File: src/rtl/bss_pkg.sv
package bss_pkg;
   localparam int CODE_W = 3;
   localparam int STATE_W = 3;
   localparam logic [CODE_W-1:0] CODE_PASSIVE = '1;

   typedef enum logic [STATE_W-1:0] {
      ST_IDLE  = 3'd0,
      ST_T1    = 3'd1,
      ST_T2    = 3'd2,
      ST_T3    = 3'd3,
      ST_TW    = 3'd4,
      ST_T4    = 3'd5,
      ST_FLOAT = 3'd6
   } bss_state_e;
endpackage

File: src/rtl/bss_rst_sync.sv
module bss_rst_sync #(
   parameter int STAGES = 2,
   parameter bit ASYNC_ASSERT = 1'b1
) (
   input  logic clk,
   input  logic rst_in,
   output logic rst_s
);
   logic [STAGES-1:0] sh;

   generate
      if (STAGES < 2) begin : g_bad
         $error("bss_rst_sync: STAGES must be at least 2");
      end
      if (ASYNC_ASSERT) begin : g_async
         always_ff @(posedge clk or posedge rst_in) begin
            if (rst_in) sh <= '1;
            else        sh <= {sh[STAGES-2:0], 1'b0};
         end
      end else begin : g_sync
         always_ff @(posedge clk) begin
            if (rst_in) sh <= '1;
            else        sh <= {sh[STAGES-2:0], 1'b0};
         end
      end
   endgenerate

   assign rst_s = sh[STAGES-1];
endmodule

File: src/rtl/bss_fsm.sv
module bss_fsm
   import bss_pkg::*;
(
   input  logic              clk,
   input  logic              rst_s,
   input  logic              req_valid,
   input  logic [CODE_W-1:0] req_type,
   input  logic              ready,
   input  logic              float_req,
   output bss_state_e        state,
   output logic [CODE_W-1:0] cyc_type,
   output logic              pend
);
   bss_state_e        nxt_state;
   logic              nxt_pend;
   logic [CODE_W-1:0] nxt_type;

   always_comb begin
      nxt_state = state;
      nxt_pend  = pend;
      nxt_type  = cyc_type;
      unique case (state)
         ST_IDLE: begin
            if (float_req) begin
               nxt_state = ST_FLOAT;
            end else if (req_valid) begin
               nxt_state = ST_T4;
               nxt_pend  = 1'b1;
               nxt_type  = req_type;
            end
         end
         ST_T1: nxt_state = ST_T2;
         ST_T2: nxt_state = ST_T3;
         ST_T3, ST_TW: begin
            if (!ready) begin
               nxt_state = ST_TW;
            end else begin
               nxt_state = ST_T4;
               nxt_pend  = req_valid && !float_req;
               if (req_valid && !float_req) nxt_type = req_type;
            end
         end
         ST_T4: begin
            if (pend) begin
               nxt_state = ST_T1;
               nxt_pend  = 1'b0;
            end else if (float_req) begin
               nxt_state = ST_FLOAT;
            end else begin
               nxt_state = ST_IDLE;
            end
         end
         ST_FLOAT: if (!float_req) nxt_state = ST_IDLE;
         default: nxt_state = ST_IDLE;
      endcase
   end

   always_ff @(posedge clk or posedge rst_s) begin
      if (rst_s) begin
         state    <= ST_IDLE;
         pend     <= 1'b0;
         cyc_type <= CODE_PASSIVE;
      end else begin
         state    <= nxt_state;
         pend     <= nxt_pend;
         cyc_type <= nxt_type;
      end
   end


   wait_insert_chk: assert property (@(posedge clk) disable iff (rst_s)
      ((state == ST_T3 || state == ST_TW) && !ready) |=> state == ST_TW);


   t1_entry_chk: assert property (@(posedge clk) disable iff (rst_s)
      state == ST_T1 |-> $past(state) == ST_T4);


   float_exit_chk: assert property (@(posedge clk) disable iff (rst_s)
      (state == ST_FLOAT && !float_req) |=> state == ST_IDLE);


   type_hold_chk: assert property (@(posedge clk) disable iff (rst_s)
      (state == ST_T2 || state == ST_T3 || state == ST_TW) |-> $stable(cyc_type));
endmodule

File: src/rtl/bss_status_enc.sv
module bss_status_enc
   import bss_pkg::*;
(
   input  bss_state_e        state,
   input  logic              pend,
   input  logic [CODE_W-1:0] cyc_type,
   input  logic              ready,
   output logic [CODE_W-1:0] stat_val,
   output logic              stat_oe
);
   always_comb begin
      stat_oe  = 1'b1;
      stat_val = CODE_PASSIVE;
      unique case (state)
         ST_T4:        stat_val = pend ? cyc_type : CODE_PASSIVE;
         ST_T1, ST_T2: stat_val = cyc_type;
         ST_T3, ST_TW: stat_val = ready ? CODE_PASSIVE : cyc_type;
         ST_FLOAT:     stat_oe  = 1'b0;
         default:      stat_val = CODE_PASSIVE;
      endcase
   end
endmodule

File: src/rtl/bus_status_seq.sv
module bus_status_seq
   import bss_pkg::*;
#(
   parameter int SYNC_STAGES = 2,
   parameter bit ASYNC_ASSERT = 1'b1
) (
   input  logic         clk,
   input  logic         rst_in,
   input  logic         req_valid,
   input  logic [2:0]   req_type,
   input  logic         ready,
   input  logic         float_req,
   output logic [2:0]   stat_val,
   output logic         stat_oe,
   output logic [2:0]   seq_state
);
   logic              rst_s;
   bss_state_e        state;
   logic [CODE_W-1:0] cyc_type;
   logic              pend;

   bss_rst_sync #(.STAGES(SYNC_STAGES), .ASYNC_ASSERT(ASYNC_ASSERT)) u_sync (
      .clk(clk), .rst_in(rst_in), .rst_s(rst_s)
   );

   bss_fsm u_fsm (
      .clk(clk), .rst_s(rst_s), .req_valid(req_valid), .req_type(req_type),
      .ready(ready), .float_req(float_req), .state(state),
      .cyc_type(cyc_type), .pend(pend)
   );

   bss_status_enc u_enc (
      .state(state), .pend(pend), .cyc_type(cyc_type), .ready(ready),
      .stat_val(stat_val), .stat_oe(stat_oe)
   );

   assign seq_state = state;


   float_passive_chk: assert property (@(posedge clk) disable iff (rst_s)
      !stat_oe |-> (stat_val == CODE_PASSIVE && state == ST_FLOAT));


   t4_lead_chk: assert property (@(posedge clk) disable iff (rst_s)
      state == ST_T4 |-> $past(stat_val) == CODE_PASSIVE);
endmodule

File: config.mk
export PLATFORM = sky130hd
export DESIGN_NAME = bus_status_seq
export DESIGN_NICKNAME = d
export VERILOG_FILES = /design/src/rtl/bss_pkg.sv /design/src/rtl/bss_rst_sync.sv /design/src/rtl/bss_fsm.sv /design/src/rtl/bss_status_enc.sv /design/src/rtl/bus_status_seq.sv
export SDC_FILE = /design/constraint.sdc
export NUM_CORES = 1
export LEC_CHECK = 0
export ABC_CLOCK_PERIOD_IN_PS = 1250
export BUFFER_PORTS_ARGS = -buffer_cell sky130_fd_sc_hd__buf_2
export CAP_MARGIN = 15
export CORE_ASPECT_RATIO = 1.1
export CORE_MARGIN = 2
export CORE_UTILIZATION = 36
export DETAILED_ROUTE_END_ITERATION = 10
export RECOVER_POWER = 50
export SLEW_MARGIN = 20
export SYNTH_ARGS = -nofsm -noshare
export SYNTH_HDL_FRONTEND = slang
export SYNTH_SLANG_ARGS = --single-unit
export TNS_END_PERCENT = 5
File: constraint.sdc
create_clock -name clk -period 1.25 [get_ports clk]
set_input_delay 0.25 -clock clk [delete_from_list [all_inputs] [get_ports clk]]
set_output_delay 0.25 -clock clk [all_outputs]
set_load 0.01 [all_outputs]
# Yosys cells after proc, flatten, opt, wreduce, memory -nomap -nowiden

Index checks and enable logic that the tools add are counted.

Equal/unequal tests: 12
Multiplexer cells: 20
Reductions and logical operators: 10

Operator list:

| kind                                                                  | count |
|---|---|
| 3-bit two-way mux                                                     | 11 |
| 3-bit case mux with 6 select lines                                    | 1 |
| 2-bit inequality test, second input constant                          | 5 |
| 3-bit equality test, second input constant                            | 3 |
| 3-bit case mux with 3 select lines                                    | 1 |
| 3-bit by 2-bit equality test with 1-bit output, second input constant | 2 |
| 3-bit case mux with 2 select lines                                    | 1 |
| 1-bit two-way mux                                                     | 5 |
| 5-bit AND reduction                                                   | 1 |
| 4-bit AND reduction                                                   | 1 |
| 2-bit OR reduction                                                    | 2 |
| 3-bit by 1-bit equality test with 1-bit output, second input constant | 1 |
| 3-bit zero test                                                       | 1 |
| 3-bit inequality test, second input constant                          | 1 |
| 1-bit case mux with 3 select lines                                    | 1 |
| 3-bit nonzero test                                                    | 1 |
| 2-bit AND reduction                                                   | 1 |
| 2-bit nonzero test                                                    | 1 |
| 1-bit logical AND                                                     | 1 |
| 1-bit zero test                                                       | 1 |

Register bits: 9
Input bits: 8
Logic and storage cells: 46

# Depth between registers and ports, before layout

Depth in word-level cells: 5
Mapped depth: 4
Depth with buffers taken out: 3

# Cells and area by module

A second synthesis with hierarchy kept.

Cell total of the unflattened synthesis: 56
Area total of the unflattened synthesis: 579.3 µm²

Modules (own cells, without submodules):

| module         | times used | cells each | area an instance (µm²) |
|---|---|---|---|
| bss_fsm        | 1          | 43         | 450.4 |
| bss_status_enc | 1          | 9          | 68.8 |
| bss_rst_sync   | 1          | 4          | 60.1 |

# Worst setup path after synthesis

Ideal clock, no wire load.

Path type: reg-to-reg
Start: register u_fsm.state[0]
End: register u_fsm.cyc_type[0]
Library setup time: 0.082 ns
Data arrival time: 1.393 ns
Required time: 1.168 ns
Slack: -0.225 ns
Stages on the path, launching flop included: 4
Buffers on the path: 0
Clock period less this slack: 1.475 ns
Cells stage by stage: dfrtp_1 > or3b_4 > a31oi_4 > mux2_4

Longest elaborated chain between the ends: 4
Elaborated cells between the ends (all ways): 11
Those cells by class: eq/ne: 6; mux: 1; reduce/logical: 4

RTL lines:

| item                                                                                         | line          | RTL |
|---|---|---|
| from (decl)                                                                                  | bss_fsm.sv:10 | `output bss_state_e state,` |
| from (signal assigned)                                                                       | bss_fsm.sv:64 | `state <= nxt_state;` |
| 3-bit by 2-bit equality test with 1-bit output / 3-bit equality test (equally long branches) | bss_fsm.sv:22 | `unique case (state)` |
| 2-bit OR reduction                                                                           | bss_fsm.sv:22 |  |
| 2-bit inequality test (no line) / 2-bit nonzero test (equally long branches)                 | --            |  |
| 5-bit AND reduction (no line)                                                                | --            |  |
| to (signal assigned)                                                                         | bss_fsm.sv:66 | `cyc_type <= nxt_type;` |
| to (decl)                                                                                    | bss_fsm.sv:11 | `output logic [CODE_W-1:0] cyc_type,` |

Parallel ways exist; a longest one is shown, timed or not.
A chain may end at the register's enable or synchronous reset.

# Worst setup path after layout

Start: register u_fsm.state[1]
End: register u_fsm.cyc_type[0]

The elaborated chain is that of the path after synthesis.

==> impl_metrics.env <==
export IMPL_clockBufferDepth=2
export IMPL_timing_setup_tns_ps=-2240
export IMPL_grt_remaining_overflow=0
export IMPL_post_layout_nonfiller_instances=108
export IMPL_postSynthAreaPerCell_um2=9.76
export IMPL_final_antenna_net_count=0
export IMPL_setup_cp_type="reg2reg"
export IMPL_timing_final_ws_setup_ps=-323
export IMPL_critPathCaptureType="flop"
export IMPL_wl_um=1350
export IMPL_cts_root_buf="clkbuf_4"
export IMPL_worst_path_buf_inv=1
export IMPL_grt_pass1_vias=527
export IMPL_rsz0062_at_grt="true"
export IMPL_pin_count=15
export IMPL_failed_checks="negative setup slack"
export IMPL_fin_crit_sh=1.26
export IMPL_cellPowerDensity_nw_per_um2=2670
export IMPL_yosysWarningCount=0
export IMPL_numPortBuffers=14
export IMPL_internal_power_mw=1.50
export IMPL_vias=540
export IMPL_drt_vias_per_instance=5.00
export IMPL_hpwl_um=987
export IMPL_timing_critical_path_from_type="flop"
export IMPL_fraction_of_layout_cells_with_a_size_suffix_above_1=0.615
export IMPL_worst_clock_skew_ps=8.09
export IMPL_place_area_um2=751
export IMPL_worstHoldPathType="reg2async"
export IMPL_netSwitchingPower_uw=896
export IMPL_cap_viol_max_count=0
export IMPL_timing_critical_path_arrival_ps=1770
export IMPL_synth_yosys_seq_area_share=0.402
export IMPL_f_max_mhz=636
export IMPL_peakVddDrop_v=0.00109
export IMPL_placed_cells=99
export IMPL_drt_drc_violations_left=0
export IMPL_drt_iter0_drc=16
export IMPL_start_util=0.374
export IMPL_wl_per_cell_um=12.5
export IMPL_drtPass1Iterations=2
export IMPL_post_route_cell_area_um2=897
export IMPL_floorplan_core_area_um2=1540
export IMPL_power_share_sequential=0.236
export IMPL_cellLeakagePower_nw=0.402
export IMPL_synth_top_cells_by_area="dfstp_2 23%, dfrtp_1 17%, mux2_4 7.8%, nand3b_1 5.2%, o21ai_0 4.3%"
export IMPL_switching_share=0.374
export IMPL_layout_area_overhead_vs_synth_pct=55.9
export IMPL_cts_sinks=9
export IMPL_final_hold_violation_count=0
export IMPL_crit_cells=4
export IMPL_number_of_antenna_violations_at_the_first_check_in_global_routing=0
export IMPL_nets=100
export IMPL_crit_fanout=5
export IMPL_worst_r2r_path_depth=4
export IMPL_result_of_the_run="finished, violations left"
export IMPL_insertion_delay_ps=260
export IMPL_row_count=15
export IMPL_fillers=132
export IMPL_postSynthRegisterBits=9
export IMPL_insertedDiodeCount=0
export IMPL_netlist_instances=59
export IMPL_cts_buffers_inserted=3
export IMPL_critical_path_max_stage_delay_ps=430
export IMPL_tritoncts="built"
export IMPL_cts_clk_slew_worst_paths_ps=60
export IMPL_fraction_of_power_consumed_by_the_clock_network=0.093
export IMPL_first_pass_grt_wire_length_um=2240
export IMPL_cts_htree_levels=1
export IMPL_post_synth_num_cell_types=29
export IMPL_slew_violations=0
export IMPL_final_setup_viol_count=8
export IMPL_synth_fp_nets=67
export IMPL_floorplan_die_width_um=42.1
export IMPL_critical_path_cell_chain="buf_6, or3b_4, a31oi_4, mux2_4"
export IMPL_worst_path_max_delay_cell="dfrtp_2"
export IMPL_combinationalPowerShare=0.671
export IMPL_dpl_worst_slack_ps=-231
export IMPL_yosysTopAreaCellShare=0.228
export IMPL_grt_util_all_layers=0.161
export IMPL_dominant_cell_type_by_area_after_synthesis="dfstp_2"
export IMPL_finalCriticalPeriod_ps=1570
export IMPL_grt_max_degree=10
export IMPL_critPathRequiredTime_ps=1440
export IMPL_hold_worst_slack_ps=165
export IMPL_gp_routability_congestion=0.784
export IMPL_synth_area_um2=576
export IMPL_family_with_the_most_delay_on_the_worst_path="flip-flops"
export IMPL_die_y_um=45.9
export IMPL_design_die_area_um2=1940
## per-layer routing
layer / global-route usage / vias up / routed length (um)
li1: - / 270 / -
met5: 0 / - / 0
met2: 0.275 / 15 / 666
met4: 0.0563 / 0 / 8
met1: 0.178 / 253 / 602
met3: 0.0754 / 2 / 71
## state kept, by name (all words and copies together) (netlist names)
signal	flops
u_fsm.state	3
u_fsm.cyc_type	3
u_sync.sh	2
u_fsm.pend	1
## cell type report
class	count	area, um2	share of cell area
multi-input cells	41	357	0.397
repair buffers	32	239	0.266
flip-flops and latches	9	235	0.262
clock buffers	4	26.3	0.0293
well taps	17	21.3	0.0237
inverters	5	18.8	0.0209
## Yosys cell counts
library cell	instances
dfstp_2	5
o221ai_1	1
nand2_1	2
or3_1	2
o31a_1	1
mux2_4	3
maj3_1	1
buf_4	1
o22ai_1	1
nand4b_1	1
clkbuf_1	2
dfrtp_1	4
a21oi_1	4
buf_2	1
nor2_1	2
conb_1	1
and2_1	1
a31oi_4	1
nand3b_1	4
nand2b_1	3
a2bb2oi_1	1
nor2b_1	2
o21a_1	1
and3b_1	1
inv_1	5
a31oi_1	1
mux2i_1	1
o21ai_0	5
or3b_4	1
## stage by stage
step | utilization | total power, mW
after global placement | 0.488 | 1.77
after global routing | 0.583 | 2.57
after floorplan | - | 1.27
after CTS | 0.563 | 2.29
final | 0.583 | 2.40
after detailed placement | 0.488 | 1.78
## cells in the final DEF, fill, tap and decap left out, types with 2 or more instances in the layout
cell type,synthesis,routed
a21oi_1,4,3
buf_2,1,12
buf_4,1,12
buf_6,0,7
clkbuf_4,0,3
dfrtp_2,0,3
dfstp_2,5,5
inv_1,5,5
mux2_4,3,3
nand2_1,2,2
nand2b_1,3,2
nand3b_1,4,4
o21ai_0,5,4
## repair_timing
action,4_1_cts,5_1_grt
buffers inserted,4,0
endpoints found under the hold margin,2,0
setup endpoints to repair,10,13
hold buffers,1,0
gates resized for setup,12,8
pin swaps,3,5
## logic make-up after synthesis
group                      after synthesis  synth area share
muxes                                    4            0.0956
buffers and inverters                    9            0.0674
DFF                                      9             0.402
other                                    1           0.00652
adders and majority gates                1            0.0174
AOI/OAI and AO/OA                       16             0.196
and+or+nand+nor                         19             0.215
## path summary, 6_finish.rpt
| check | slack (ps) | startpoint | endpoint |
|---|---|---|---|
| worst max register to register | -320 | u_fsm.state[1] | u_fsm.cyc_type[0] |
| worst min-delay path | 170 | u_sync.sh[1] | u_fsm.pend |
| worst max-delay path | -320 | u_fsm.state[1] | u_fsm.cyc_type[0] |
| worst min register to register | 170 | u_sync.sh[1] | u_fsm.pend |
| max in group asynchronous | 670 | rst_in | u_sync.sh[0] |
| min in group clk | 220 | req_type[2] | u_fsm.cyc_type[2] |
## power by group through the flow
stage / Combinational [mW] / Clock, mW / Sequential (mW)
finish: 1.61 / 0.223 / 0.566
CTS: 1.51 / 0.229 / 0.557
global route: 1.74 / 0.240 / 0.589
global placement: 1.21 / 0 / 0.556
detailed placement: 1.23 / 0 / 0.558
floorplan: 0.704 / 0 / 0.561
Note: power is estimated with default switching activity, not from simulation.
